$ cat config.mk
export PLATFORM = sky130hd
export DESIGN_NAME = bank_lookahead_sched
export DESIGN_NICKNAME = d
export VERILOG_FILES = /design/src/rtl/lasch_pkg.sv /design/src/rtl/lasch_bank_state.sv /design/src/rtl/lasch_col_pacer.sv /design/src/rtl/bank_lookahead_sched.sv
export SDC_FILE = /design/constraint.sdc
export NUM_CORES = 1
export LEC_CHECK = 0
export BUFFER_PORTS_ARGS = -buffer_cell sky130_fd_sc_hd__buf_2
export CORE_MARGIN = 5
export CORE_UTILIZATION = 32
export DETAILED_ROUTE_END_ITERATION = 16
export RECOVER_POWER = 25
export SKIP_CTS_REPAIR_TIMING = 1
export SYNTH_ARGS = -nofsm -noshare
export SYNTH_HDL_FRONTEND = slang
export SYNTH_HIERARCHICAL = 1
export SYNTH_SLANG_ARGS = --single-unit
export TNS_END_PERCENT = 10
$ cat constraint.sdc
create_clock -name clk -period 4.43 [get_ports clk]
set_input_delay 0.6645 -clock clk [delete_from_list [all_inputs] [get_ports clk]]
set_output_delay 0.6645 -clock clk [all_outputs]
set_load 0.02 [all_outputs]
$ cat src/rtl/lasch_pkg.sv
`timescale 1ns/1ps
package lasch_pkg;

   typedef enum logic [2:0] {
      CMD_NOP = 3'd0,
      CMD_ACT = 3'd1,
      CMD_PRE = 3'd2,
      CMD_RD  = 3'd3,
      CMD_WR  = 3'd4
   } lasch_cmd_e;

   function automatic int unsigned lasch_max3(input int unsigned a,
                                              input int unsigned b,
                                              input int unsigned c);
      int unsigned m;
      m = (a > b) ? a : b;
      return (m > c) ? m : c;
   endfunction

endpackage

$ cat src/rtl/lasch_bank_state.sv
`timescale 1ns/1ps
module lasch_bank_state #(
   parameter int unsigned NBANK = 8,
   parameter int unsigned ROW_W = 15,
   parameter int unsigned T_RCD = 5,
   parameter int unsigned T_RP  = 5,
   parameter int unsigned T_RAS = 12,
   localparam int unsigned BANK_W = $clog2(NBANK)
) (
   input  logic                        clk,
   input  logic                        rst_n,
   input  logic                        iss_act,
   input  logic                        iss_pre,
   input  logic [BANK_W-1:0]           iss_bank,
   input  logic [ROW_W-1:0]            iss_row,
   output logic [NBANK-1:0]            open_o,
   output logic [NBANK-1:0]            act_ok_o,
   output logic [NBANK-1:0]            pre_ok_o,
   output logic [NBANK-1:0]            col_ok_o,
   output logic [NBANK-1:0][ROW_W-1:0] row_o
);
   import lasch_pkg::*;

   localparam int unsigned TMAX = lasch_max3(T_RCD, T_RP, T_RAS);
   localparam int unsigned TW   = $clog2(TMAX + 1);
   localparam logic [TW-1:0] RCD_LD = TW'(T_RCD - 1);
   localparam logic [TW-1:0] RP_LD  = TW'(T_RP - 1);
   localparam logic [TW-1:0] RAS_LD = TW'(T_RAS - 1);

   initial begin
      assert (T_RCD >= 1 && T_RP >= 1 && T_RAS >= 1)
         else $error("bank timing limits must be at least one clock");
      assert (NBANK >= 2 && (1 << BANK_W) == NBANK)
         else $error("bank count must be a power of two");
   end

   for (genvar g = 0; g < NBANK; g++) begin : g_bank
      logic              here;
      logic              open_q;
      logic [ROW_W-1:0]  row_q;
      logic [TW-1:0]     rcd_q, rp_q, ras_q;

      assign here = (iss_bank == BANK_W'(g));

      always_ff @(posedge clk) begin
         if (!rst_n) begin
            open_q <= 1'b0;
            row_q  <= '0;
            rcd_q  <= '0;
            rp_q   <= '0;
            ras_q  <= '0;
         end else begin
            if (rcd_q != '0) rcd_q <= rcd_q - 1'b1;
            if (rp_q  != '0) rp_q  <= rp_q  - 1'b1;
            if (ras_q != '0) ras_q <= ras_q - 1'b1;
            if (iss_act && here) begin
               open_q <= 1'b1;
               row_q  <= iss_row;
               rcd_q  <= RCD_LD;
               ras_q  <= RAS_LD;
            end
            if (iss_pre && here) begin
               open_q <= 1'b0;
               rp_q   <= RP_LD;
            end
         end
      end

      assign open_o[g]   = open_q;
      assign row_o[g]    = row_q;
      assign act_ok_o[g] = (rp_q == '0);
      assign pre_ok_o[g] = (ras_q == '0);
      assign col_ok_o[g] = (rcd_q == '0);


      act_closed_chk: assert property (@(posedge clk) disable iff (!rst_n)
         (iss_act && here) |-> (!open_q && rp_q == '0));


      pre_ras_chk: assert property (@(posedge clk) disable iff (!rst_n)
         (iss_pre && here) |-> (open_q && ras_q == '0));
   end

endmodule

$ cat src/rtl/lasch_col_pacer.sv
`timescale 1ns/1ps
module lasch_col_pacer #(
   parameter int unsigned COL_GAP   = 4,
   parameter int unsigned TURN_GAP  = 2,
   parameter bit          HALF_RATE = 1'b0
) (
   input  logic clk,
   input  logic rst_n,
   input  logic col_iss,
   input  logic col_wr,
   input  logic want_wr,
   output logic gap_ok,
   output logic slot_ok
);
   localparam int unsigned SPAN  = COL_GAP + TURN_GAP;
   localparam int unsigned AGE_W = $clog2(SPAN + 1);
   localparam logic [AGE_W-1:0] AMAX      = AGE_W'(SPAN - 1);
   localparam logic [AGE_W-1:0] SAME_NEED = AGE_W'(COL_GAP - 1);
   localparam logic [AGE_W-1:0] TURN_NEED = AGE_W'(SPAN - 1);

   initial begin
      assert (COL_GAP >= 2) else $error("column spacing must be two clocks or more");
   end

   logic [AGE_W-1:0] age_q;
   logic             last_wr_q;
   logic [AGE_W-1:0] need;

   always_ff @(posedge clk) begin
      if (!rst_n) begin
         age_q     <= AMAX;
         last_wr_q <= 1'b0;
      end else if (col_iss) begin
         age_q     <= '0;
         last_wr_q <= col_wr;
      end else if (age_q < AMAX) begin
         age_q <= age_q + 1'b1;
      end
   end

   assign need   = (want_wr != last_wr_q) ? TURN_NEED : SAME_NEED;
   assign gap_ok = (age_q >= need);

   if (HALF_RATE) begin : g_half
      logic phase_q;
      always_ff @(posedge clk) begin
         if (!rst_n) phase_q <= 1'b0;
         else        phase_q <= ~phase_q;
      end
      assign slot_ok = ~phase_q;
   end else begin : g_full
      assign slot_ok = 1'b1;
   end


   col_spacing_chk: assert property (@(posedge clk) disable iff (!rst_n)
      col_iss |=> !col_iss);

endmodule

$ cat src/rtl/bank_lookahead_sched.sv
`timescale 1ns/1ps
module bank_lookahead_sched #(
   parameter int unsigned NBANK     = 8,
   parameter int unsigned ROW_W     = 15,
   parameter int unsigned COL_W     = 10,
   parameter int unsigned T_RCD     = 5,
   parameter int unsigned T_RP      = 5,
   parameter int unsigned T_RAS     = 12,
   parameter int unsigned COL_GAP   = 4,
   parameter int unsigned TURN_GAP  = 2,
   parameter bit          HALF_RATE = 1'b0,
   localparam int unsigned BANK_W = $clog2(NBANK),
   localparam int unsigned ADDR_W = (ROW_W > COL_W) ? ROW_W : COL_W
) (
   input  logic              clk,
   input  logic              rst_n,
   input  logic              hd_vld,
   input  logic              hd_wr,
   input  logic [BANK_W-1:0] hd_bank,
   input  logic [ROW_W-1:0]  hd_row,
   input  logic [COL_W-1:0]  hd_col,
   input  logic              nx_vld,
   input  logic [BANK_W-1:0] nx_bank,
   input  logic [ROW_W-1:0]  nx_row,
   output logic              hd_pop,
   output logic [2:0]        cmd_o,
   output logic [BANK_W-1:0] cmd_bank_o,
   output logic [ADDR_W-1:0] cmd_addr_o
);
   import lasch_pkg::*;

   logic [NBANK-1:0]            open_v, act_ok_v, pre_ok_v, col_ok_v;
   logic [NBANK-1:0][ROW_W-1:0] row_v;
   logic                        gap_ok, slot_ok;

   lasch_cmd_e        dec_cmd;
   logic [BANK_W-1:0] dec_bank;
   logic [ADDR_W-1:0] dec_addr;
   logic              col_go;
   logic              h_open, h_hit, n_open, n_hit;

   lasch_cmd_e        cmd_q;
   logic [BANK_W-1:0] bank_q;
   logic [ADDR_W-1:0] addr_q;

   lasch_bank_state #(
      .NBANK (NBANK),
      .ROW_W (ROW_W),
      .T_RCD (T_RCD),
      .T_RP  (T_RP),
      .T_RAS (T_RAS)
   ) u_banks (
      .clk      (clk),
      .rst_n    (rst_n),
      .iss_act  (dec_cmd == CMD_ACT),
      .iss_pre  (dec_cmd == CMD_PRE),
      .iss_bank (dec_bank),
      .iss_row  (dec_addr[ROW_W-1:0]),
      .open_o   (open_v),
      .act_ok_o (act_ok_v),
      .pre_ok_o (pre_ok_v),
      .col_ok_o (col_ok_v),
      .row_o    (row_v)
   );

   lasch_col_pacer #(
      .COL_GAP   (COL_GAP),
      .TURN_GAP  (TURN_GAP),
      .HALF_RATE (HALF_RATE)
   ) u_pacer (
      .clk     (clk),
      .rst_n   (rst_n),
      .col_iss (col_go),
      .col_wr  (hd_wr),
      .want_wr (hd_wr),
      .gap_ok  (gap_ok),
      .slot_ok (slot_ok)
   );

   assign h_open = open_v[hd_bank];
   assign h_hit  = h_open && (row_v[hd_bank] == hd_row);
   assign n_open = open_v[nx_bank];
   assign n_hit  = n_open && (row_v[nx_bank] == nx_row);

   // Head request first; lookahead on the second entry only when the head
   // issues nothing this clock and the second entry uses another bank.
   always_comb begin
      dec_cmd  = CMD_NOP;
      dec_bank = hd_bank;
      dec_addr = '0;
      col_go   = 1'b0;
      if (hd_vld && slot_ok) begin
         if (h_hit) begin
            if (col_ok_v[hd_bank] && gap_ok) begin
               col_go   = 1'b1;
               dec_cmd  = hd_wr ? CMD_WR : CMD_RD;
               dec_addr = ADDR_W'(hd_col);
            end
         end else if (h_open) begin
            if (pre_ok_v[hd_bank]) dec_cmd = CMD_PRE;
         end else if (act_ok_v[hd_bank]) begin
            dec_cmd  = CMD_ACT;
            dec_addr = ADDR_W'(hd_row);
         end
         if (dec_cmd == CMD_NOP && nx_vld && nx_bank != hd_bank) begin
            if (n_open && !n_hit) begin
               if (pre_ok_v[nx_bank]) begin
                  dec_cmd  = CMD_PRE;
                  dec_bank = nx_bank;
               end
            end else if (!n_open && act_ok_v[nx_bank]) begin
               dec_cmd  = CMD_ACT;
               dec_bank = nx_bank;
               dec_addr = ADDR_W'(nx_row);
            end
         end
      end
   end

   always_ff @(posedge clk) begin
      if (!rst_n) begin
         cmd_q  <= CMD_NOP;
         bank_q <= '0;
         addr_q <= '0;
      end else begin
         cmd_q  <= dec_cmd;
         bank_q <= dec_bank;
         addr_q <= dec_addr;
      end
   end

   assign hd_pop     = col_go;
   assign cmd_o      = cmd_q;
   assign cmd_bank_o = bank_q;
   assign cmd_addr_o = addr_q;


   idle_nop_chk: assert property (@(posedge clk) disable iff (!rst_n)
      !hd_vld |=> (cmd_q == CMD_NOP));


   pop_col_chk: assert property (@(posedge clk) disable iff (!rst_n)
      hd_pop |=> (cmd_q == CMD_RD || cmd_q == CMD_WR));


   col_open_chk: assert property (@(posedge clk) disable iff (!rst_n)
      (cmd_q == CMD_RD || cmd_q == CMD_WR) |-> open_v[bank_q]);

   if (HALF_RATE) begin : g_half_chk

      alt_slot_chk: assert property (@(posedge clk) disable iff (!rst_n)
         (cmd_q != CMD_NOP) |-> !slot_ok);
   end

endmodule

# == Word-level counts from Yosys, hierarchy flattened ==
# Index checks and enable logic that the tools add are counted.
# op_classes
n_addsub,25
n_lt_le_gt_ge,4
n_eq_ne,13
muxes,97
bitwise,1
reduce_logical,117
# ops
cell,n
3-bit 2-to-1 mux,50
15-bit 2-to-1 mux,9
4-bit zero test,24
4-bit nonzero test,24
4-bit by 1-bit subtractor with 4-bit output (second input constant),24
15-bit binary-select mux with 3-bit select,2
4-bit 2-to-1 mux,16
2-bit nonzero test,25
2-bit OR reduction,17
15-bit == test,2
1-bit logical AND,23
1-bit binary-select mux with 3-bit select,7
3-bit == test (second input constant),4
1-bit 2-to-1 mux,11
10-bit 2-to-1 mux,1
3-bit by 2-bit == test with 1-bit output (second input constant),3
3-bit by 4-bit less-than comparator with 1-bit output (second input constant),2
3-bit by 1-bit == test with 1-bit output (second input constant),2
3-bit zero test,2
3-bit by 1-bit adder with 3-bit output (second input constant),1
3-bit greater-or-equal comparator,1
3-bit less-than comparator (second input constant),1
3-bit inequality test,1
1-bit zero test,2
other kinds (3),3
# word_totals
register_bits,249
output_inout_bits,22
word_cells,327

# == Longest topological paths before layout ==
# Gate-level depths: netlist of the first run.
# logic_depth
word_depth,15
ltp_mapped,19
ltp_nobuf,14

# == Cells and area by module ==
# The synthesis of the first run kept the hierarchy.
# by_module_without_submodules
module,instances,cells_each,area_each_um2,seq_area_each_um2
lasch_bank_state,1,1079,9116.2,4484.3
bank_lookahead_sched,1,405,3968.8,420.4
lasch_col_pacer,1,25,246.5,80.1

# == Worst setup path after synthesis of the first run ==
# Ideal clock, no wire load.
# synth_timing
path_type,input -> register
start,input port hd_bank[2]
end,register u_banks.g_bank[0].row_q[14]
setup_ps,134
t_arrival_ps,4121
setup_slack_ps,175
stages,16
path_buffers,5
cell_sequence,buf_2 > buf_1 > mux4_2 > mux2i_1 > xnor2_1 > nor4_2 > nand3_1 > mux2_4 > o211ai_2 > mux2_2 > buf_4 > or4b_4 > buf_6 > buf_6 > nand2_1 > a21oi_1
# synth_via
elab_chain_len,13
elab_cells_between_ends,43
cone_classes,3 x eq/ne; 33 x mux; 7 x reduce/logical
# synth_lines
item,line,rtl
start: declaration,bank_lookahead_sched.sv:19,"input logic [BANK_W-1:0] hd_bank,"
"15-bit binary-select mux with 3-bit select, or another cell as far along",bank_lookahead_sched.sv:81,assign h_hit = h_open && (row_v[hd_bank] == hd_row);
"15-bit 2-to-1 mux (not written as such), or another cell as far along",bank_lookahead_sched.sv:81,
"15-bit == test, or another cell as far along",bank_lookahead_sched.sv:81,
"1-bit logical AND, or another cell as far along",bank_lookahead_sched.sv:81,
3-bit 2-to-1 mux,bank_lookahead_sched.sv:93,if (h_hit) begin
3-bit 2-to-1 mux,bank_lookahead_sched.sv:92,if (hd_vld && slot_ok) begin
3-bit zero test,bank_lookahead_sched.sv:105,if (dec_cmd == CMD_NOP && nx_vld && nx_bank != hd_bank) begin
1-bit logical AND,bank_lookahead_sched.sv:105,
1-bit logical AND (*),bank_lookahead_sched.sv:105,
3-bit 2-to-1 mux (*),bank_lookahead_sched.sv:105,
3-bit 2-to-1 mux (*),bank_lookahead_sched.sv:92,
named net dec_bank[0],bank_lookahead_sched.sv:37,logic [BANK_W-1:0] dec_bank;
3-bit zero test (*),lasch_bank_state.sv:43,assign here = (iss_bank == BANK_W'(g));
1-bit logical AND (*),lasch_bank_state.sv:56,if (iss_act && here) begin
end signal: assignment,lasch_bank_state.sv:58,row_q <= iss_row;
end: declaration,lasch_bank_state.sv:40,logic [ROW_W-1:0] row_q;
# The timed path passes the listed nets; every way through them passes the cells marked *. The select of a mux whose other input is x is not followed.
# A chain may end at the register's enable or synchronous reset.

# == Final worst setup path of the first run ==
# layout_timing
start,input port hd_bank[2]
end,register u_banks.g_bank[5].row_q[5]
# layout_via
elab_chain_len,13
elab_cells_between_ends,44
cone_classes,4 x eq/ne; 34 x mux; 6 x reduce/logical
# layout_lines
item,line
"15-bit binary-select mux with 3-bit select, or another cell as far along",bank_lookahead_sched.sv:81
"15-bit 2-to-1 mux (not written as such), or another cell as far along",bank_lookahead_sched.sv:81
"15-bit == test, or another cell as far along",bank_lookahead_sched.sv:81
"1-bit logical AND, or another cell as far along",bank_lookahead_sched.sv:81
3-bit 2-to-1 mux,bank_lookahead_sched.sv:93
3-bit 2-to-1 mux,bank_lookahead_sched.sv:92
3-bit zero test,bank_lookahead_sched.sv:105
1-bit logical AND,bank_lookahead_sched.sv:105
1-bit logical AND (*),bank_lookahead_sched.sv:105
3-bit 2-to-1 mux (*),bank_lookahead_sched.sv:105
3-bit 2-to-1 mux (*),bank_lookahead_sched.sv:92
named net dec_bank[1],bank_lookahead_sched.sv:37
3-bit == test (*),lasch_bank_state.sv:43
1-bit logical AND (*),lasch_bank_state.sv:56
end signal: assignment,lasch_bank_state.sv:58
end: declaration,lasch_bank_state.sv:40
# Marked as above.

==> flow_summary.ini, run 1 <==
[outcome]
status = finished clean

[clocking]
clkTransAtPathRegs_ps = 60
h-tree-depth = 1
clkSinkCount = 249
insertion_delay_ps = 550
cts_root_buffer = clkbuf_16
cts-buffers-inserted = 28
cts_tree = built
cts_buffer_depth = 3

[drt]
drt-vias-per-instance = 5.26
wl_um = 39900
drcViolationCount = 0
wl_per_cell_um = 18.3
wl_met3_um = 3110
highest_layer = met4
drt-met1-wl_um = 17000
firstDrtPassIters = 5
ant_nets = 0
via_count = 11465
drtIter0Drc = 1004
wl_met2_um = 18100

[worst_setup_path]
worstPathMaxFanout = 15
start_kind = primary input
cp_slowest_cell = mux2_2
r2r-start = u_banks/g_bank[2].rp_q[0]
rr_endpoint = u_banks/g_bank[5].row_q[5]
critical_path.max_stage_delay_ps = 430
path_class = primary input to flip-flop
critPathCapture = u_banks/g_bank[5].row_q[5]
critPathLaunch = hd_bank[2]
crit_cells = 16
crit_chain = buf_2 > buf_4 > mux2i_1 > a22oi_1 > a21oi_1 > o211ai_1 > nor4_2 > nand3_1 > mux2_4 > o211ai_2 > mux2_2 > buf_12 > nand4b_1 > buf_4 > nand2_1 > a21oi_1
cp.required_ps = 4810
critPathArrivalTime_ps = 4550
r2r_setup_slack_ps = 380
cp-end-kind = flip-flop
r2r_cells = 14
path_buf_inv = 4
worst_path_dominant_cell_family = buffers and inverters

[pwr]
p_clk_frac = 0.293
irDropWorstVdd_v = 0.000317
p_leak_nw = 5.88
power_density_nw_per_um2 = 490
internal_power_w = 0.00514
seq_power_share = 0.358
p_sw_w = 0.00257
combPwrFrac = 0.349
p_sw_frac = 0.333

[yosys]
async_flop_share = 0
synth_cells = 1509
ys_warn_count = 6
ys.flop_type = dfxtp_1
syn_area_um2 = 13300
syn_area_per_cell_um2 = 8.83
synth-seq-cells = 249
synth_edf_count = 0
ys_seq_area_frac = 0.374
synth_cell_types = 75
synth_nets = 1595

[place]
gp_congestion = 0.915
dpl_worst_slack_ps = -239
dp.final_hpwl_um = 28500
portBuffers = 72
dpl.cell_count = 2133
placed_area_um2 = 14900

[layout]
design_area_um2 = 15700
fillCellCount = 4086
drive_above_1_share = 0.195
fin_util = 0.384
layout-area-overhead-vs-synth_pct = 18.0
multiInputGateArea_um2 = 7500
layout.cells.non_filler = 2181
seq_area_um2 = 4980
layout.nets = 1717

[timing]
rsz0062_at_grt = no
slew_violations = 0
hold_viol_final = 0
finalSetupViolCount = 0
slew_headroom = 0.321
fmax_mhz = 240
skew_ps = 21.7
min_period_ps = 4160
tightest_slew_ps = 1020
whs_ps = 435
worst_slack_ps = 267
fin_crit_sh = 0.940

[grt]
grt_max_degree = 88
grt_pass1_wl_um = 63600
antenna_found_initial = 1
grt_pass1_vias = 11409
grt_overflow = 0
grt_use_total = 0.169

[die]
dieArea_um2 = 45800
start_util = 0.325
ios = 73
die_h_um = 214
fp.coreArea_um2 = 41000
rows = 74
die_w_um = 214

[run]
maxCapViolCount = 0

[min_path]
hp-class = primary input to flip-flop
hold_path_depth = 2
==> worst reg2reg max path, delay by kind of cell (launching register included) <==
kind | cells | cell delay (ps)
and+or+nand+nor | 5 | 1700
buffers and inverters | 4 | 830
muxes | 2 | 710
DFF | 1 | 310
AOI/OAI and AO/OA | 2 | 200
adders and majority gates | 1 | 150
==> stage by stage <==
stage / total power (W) / setup TNS [ps]
floorplan: 0.00471 / 0
global placement: 0.00538 / -4070
detailed placement: 0.00548 / -6620
CTS: 0.00776 / 0
global route: 0.00817 / 0
finish: 0.00771 / 0
==> Yosys cell counts (21+ instances only) <==
cell type	n	area, um2
dfxtp_1	249	4980
o21ai_0	29	145
nor3_1	42	210
nor2_1	114	428
inv_1	50	188
nor2b_1	21	131
mux2i_1	62	621
buf_2	37	185
clkbuf_1	31	116
ha_1	35	438
buf_4	29	218
a21oi_1	144	721
xnor2_1	58	508
nand2_1	303	1140
mux4_2	50	1130
==> power groups by stage <==
stage | Combinational [W] | Sequential, W | Clock [W]
after floorplan | 0.00194 | 0.00277 | 0
after global placement | 0.00259 | 0.00279 | 0
after detailed placement | 0.00267 | 0.00280 | 0
after CTS | 0.00269 | 0.00276 | 0.00231
after global routing | 0.00297 | 0.00280 | 0.00240
final | 0.00269 | 0.00276 | 0.00226
==> placed cells by master (no fill, tap or decap), types with 6 or more instances in the layout <==
cell and n:
a22oi_1 8, nor3_1 42, mux2i_1 62, clkbuf_16 29, nor2b_1 21, a21oi_1 144
nor3b_2 8, xnor2_1 58, inv_1 50, buf_12 15, buf_2 51, ha_1 35
a211oi_1 16, mux4_2 50, nand2b_1 16, nand2_1 303, nor2_1 114, or3b_2 6
xor2_1 11, o22a_1 6, clkbuf_8 6, nand3_1 6, mux2_2 15, nor4_1 10
dfxtp_1 249, clkbuf_1 31, a31oi_1 9, o21ai_0 30, o211a_1 10, and2_1 10
buf_4 111, nand4_1 7
==> sequential cells by signal, indices dropped and copies added (netlist names), 8 cells and up <==
register,count
u_banks/g_bank.open_q,8
u_banks/g_bank.rp_q,32
u_banks/g_bank.rcd_q,32
u_banks/g_bank.ras_q,32
cmd_addr_o,15
u_banks/g_bank.row_q,120
==> kinds of logic (layout without fill, tap and decap cells) <==
kind of cell             count (synthesis)  in the layout  share of synthesized area
XOR/XNOR                                69             69                     0.0453
flip-flops                             249            249                      0.374
AND/OR/NAND/NOR                        583            583                      0.206
other                                    1              2                   0.000281
multiplexers                           130            130                      0.147
AO/OA/AOI/OAI                          279            279                      0.130
buffers and inverters                  163            302                     0.0644
adder cells (fa/ha/maj)                 35             35                     0.0328
==> area by class of cell <==
class,count,area share
Timing Repair Buffer,204,0.0952
Inverter,51,0.0123
Clock inverter,6,0.00366
Multi-Input combinational cell,1097,0.477
Clock buffer,41,0.0528
Tap cell,532,0.0423
Sequential cell,249,0.317
Antenna cell,1,0.000159
==> layer usage <==
layer / global-route usage / up-vias
met2: 0.276 / 423
met4: 0.0644 / 0
met1: 0.226 / 5482
met3: 0.0253 / 94
li1: - / 5466
met5: 0 / -
==> worst min path at each step <==
stage / startpoint / end / slack, ps
2_1_floorplan: u_banks/g_bank[0].open_q / u_banks/g_bank[0].open_q / 440
3_3_place_gp: u_banks/g_bank[7].row_q[9] / u_banks/g_bank[7].row_q[9] / 450
3_5_place_dp: u_banks/g_bank[7].row_q[9] / u_banks/g_bank[7].row_q[9] / 460
4_1_cts: rst_n / u_pacer/age_q[0] / 410
5_1_grt: rst_n / u_pacer/age_q[0] / 430
6_report: rst_n / u_pacer/age_q[0] / 440
Note: power is estimated with default switching activity, not from simulation.
==> run 2: changes to the inputs <==
MAX_ROUTING_LAYER = met4   (was not set)
PLACE_DENSITY_LB_ADDON = 0.15   (was not set)
==> run 2 against run 1 <==
  * Sequential cell count is the same
  * Clock skew shrank 3.8 ps
  * Clock-buffer cell count up 2
  * Final cell count is 0.96% higher
  * Setup slack improved by 31 ps
  * Sequential share of layout area decreased by 0.55 points
  * Global-route usage increased by 1.3 points
  * Critical path type unchanged
  * Critical endpoint is now u_banks/g_bank[6].row_q[6]
  * Largest power group unchanged
  * Core utilization is 0.68 points higher
  * Non-clock buffer count up 13
  * Largest cell class unchanged
==> flow_summary.ini, run 2 (same netlist as run 1, synthesis figures left out) <==
[timing]
skew_ps = 17.9
finalSetupViolCount = 0
rsz0062_at_grt = no
hold_viol_final = 0
slew_headroom = 0.297
fin_crit_sh = 0.933
finalSetupTns_ps = 0
min_period_ps = 4130
whs_ps = 422
fmax_mhz = 242
tightest_slew_ps = 1050
slew_violations = 0
worst_slack_ps = 298

[place]
dp.final_hpwl_um = 30000
gp_congestion = 0.832
portBuffers = 72
dpl_worst_slack_ps = -190

[drt]
drtIter0Drc = 771
drt-met1-wl_um = 19500
firstDrtPassIters = 5
drcViolationCount = 0
wl_met3_um = 2710
ant_nets = 0
wl_met2_um = 18800
highest_layer = met4
via_count = 11203
wl_per_cell_um = 19.0
wl_um = 41900
drt-vias-per-instance = 5.09

[die]
die_h_um = 214
fp.coreArea_um2 = 41000
start_util = 0.325
ios = 73
dieArea_um2 = 45800
rows = 74
die_w_um = 214

[clocking]
insertion_delay_ps = 570
clkSinkCount = 249
cts_root_buffer = clkbuf_16
cts_buffer_depth = 3
cts_tree = built
clkTransAtPathRegs_ps = 60
cts-buffers-inserted = 30
h-tree-depth = 1

[run]
maxCapViolCount = 0

[layout]
mostFrequentLayoutCells = 303 x nand2_1, 249 x dfxtp_1, 144 x a21oi_1
fin_util = 0.390
largest_reg_flops = 120
layout-area-overhead-vs-synth_pct = 20.1
mostFrequentLayoutCell = nand2_1
layout.nets = 1732
diodes = 0
top_register = u_banks/g_bank.row_q
drive_above_1_share = 0.204

[worst_setup_path]
worstPathMaxFanout = 22
critPathArrivalTime_ps = 4540
cp-end-kind = flip-flop
cp.required_ps = 4840
start_kind = primary input
path_class = primary input to flip-flop

[grt]
grt_pass1_wl_um = 64800
grt_max_degree = 88
grt_use_total = 0.182
grt_pass1_vias = 10871
grt_overflow = 0
antenna_found_initial = 0

[pwr]
p_leak_nw = 6.02
power_density_nw_per_um2 = 504
finalPower_w = 0.00806
irDropWorstVdd_v = 0.000274

[outcome]
status = finished clean

[min_path]
hp-class = primary input to flip-flop
## run 2: changes by cell type in the layout (fill, tap and decap cells not counted), sizes merged
| cell | before | now |
|---|---|---|
| buf | 177 | 189 |
| clkbuf | 68 | 71 |
| bufinv | 1 | 3 |
| clkinv | 4 | 5 |
| clkinvlp | 1 | 5 |
| diode | 1 | 0 |
## run 2: path summary, 6_finish.rpt
path                                     end  depth (start not counted)                       start  slack, ps
setup / recovery  u_banks/g_bank[6].row_q[6]                         15                  hd_bank[0]        300
hold / removal                      cmd_o[2]                          2                       hd_wr        420
setup reg to reg  u_banks/g_bank[6].row_q[6]                         16  u_banks/g_bank[3].rcd_q[0]        470
hold reg to reg   u_banks/g_bank[5].row_q[9]                          2  u_banks/g_bank[5].row_q[9]        470
## run 2: through the flow
stage / area, um2 / cells
floorplan: 13300 / 1509
global placement: 15000 / 2146
detailed placement: 15000 / 2146
CTS: 16100 / 2202
global route: 16000 / 2202
finish: 16000 / 2202
## run 2: where the power goes
group / internal (W) / switching (W)
clock: 0.00157 / 0.00102
combinational: 0.00130 / 0.00142
sequential: 0.00255 / 0.000211
total: 0.00542 / 0.00265
## run 2: critical path, cell delays in order
cell,delay (ps)
buf_2,150
buf_4,230
mux4_2,510
mux2i_1,270
xnor2_1,180
nor4_1,360
nand3_1,240
mux2_4,370
o211ai_2,120
mux2_1,370
buf_4,230
nand4b_1,320
buf_4,310
nand2_1,110
a21oi_1,60
## run 2: final cells by class
type	count	area (um2)
clock inverter	13	156
timing repair buffer	217	1630
multi-input combinational	1097	7490
fill	4144	25000
sequential	249	4980
clock buffer	43	891
tap	532	666
inverter	51	194
## run 2: layer usage
layer	track usage	up-vias
li1	-	5497
met1	0.248	5321
met2	0.284	324
met3	0.0298	61
met4	0.0432	0
met5	-	-
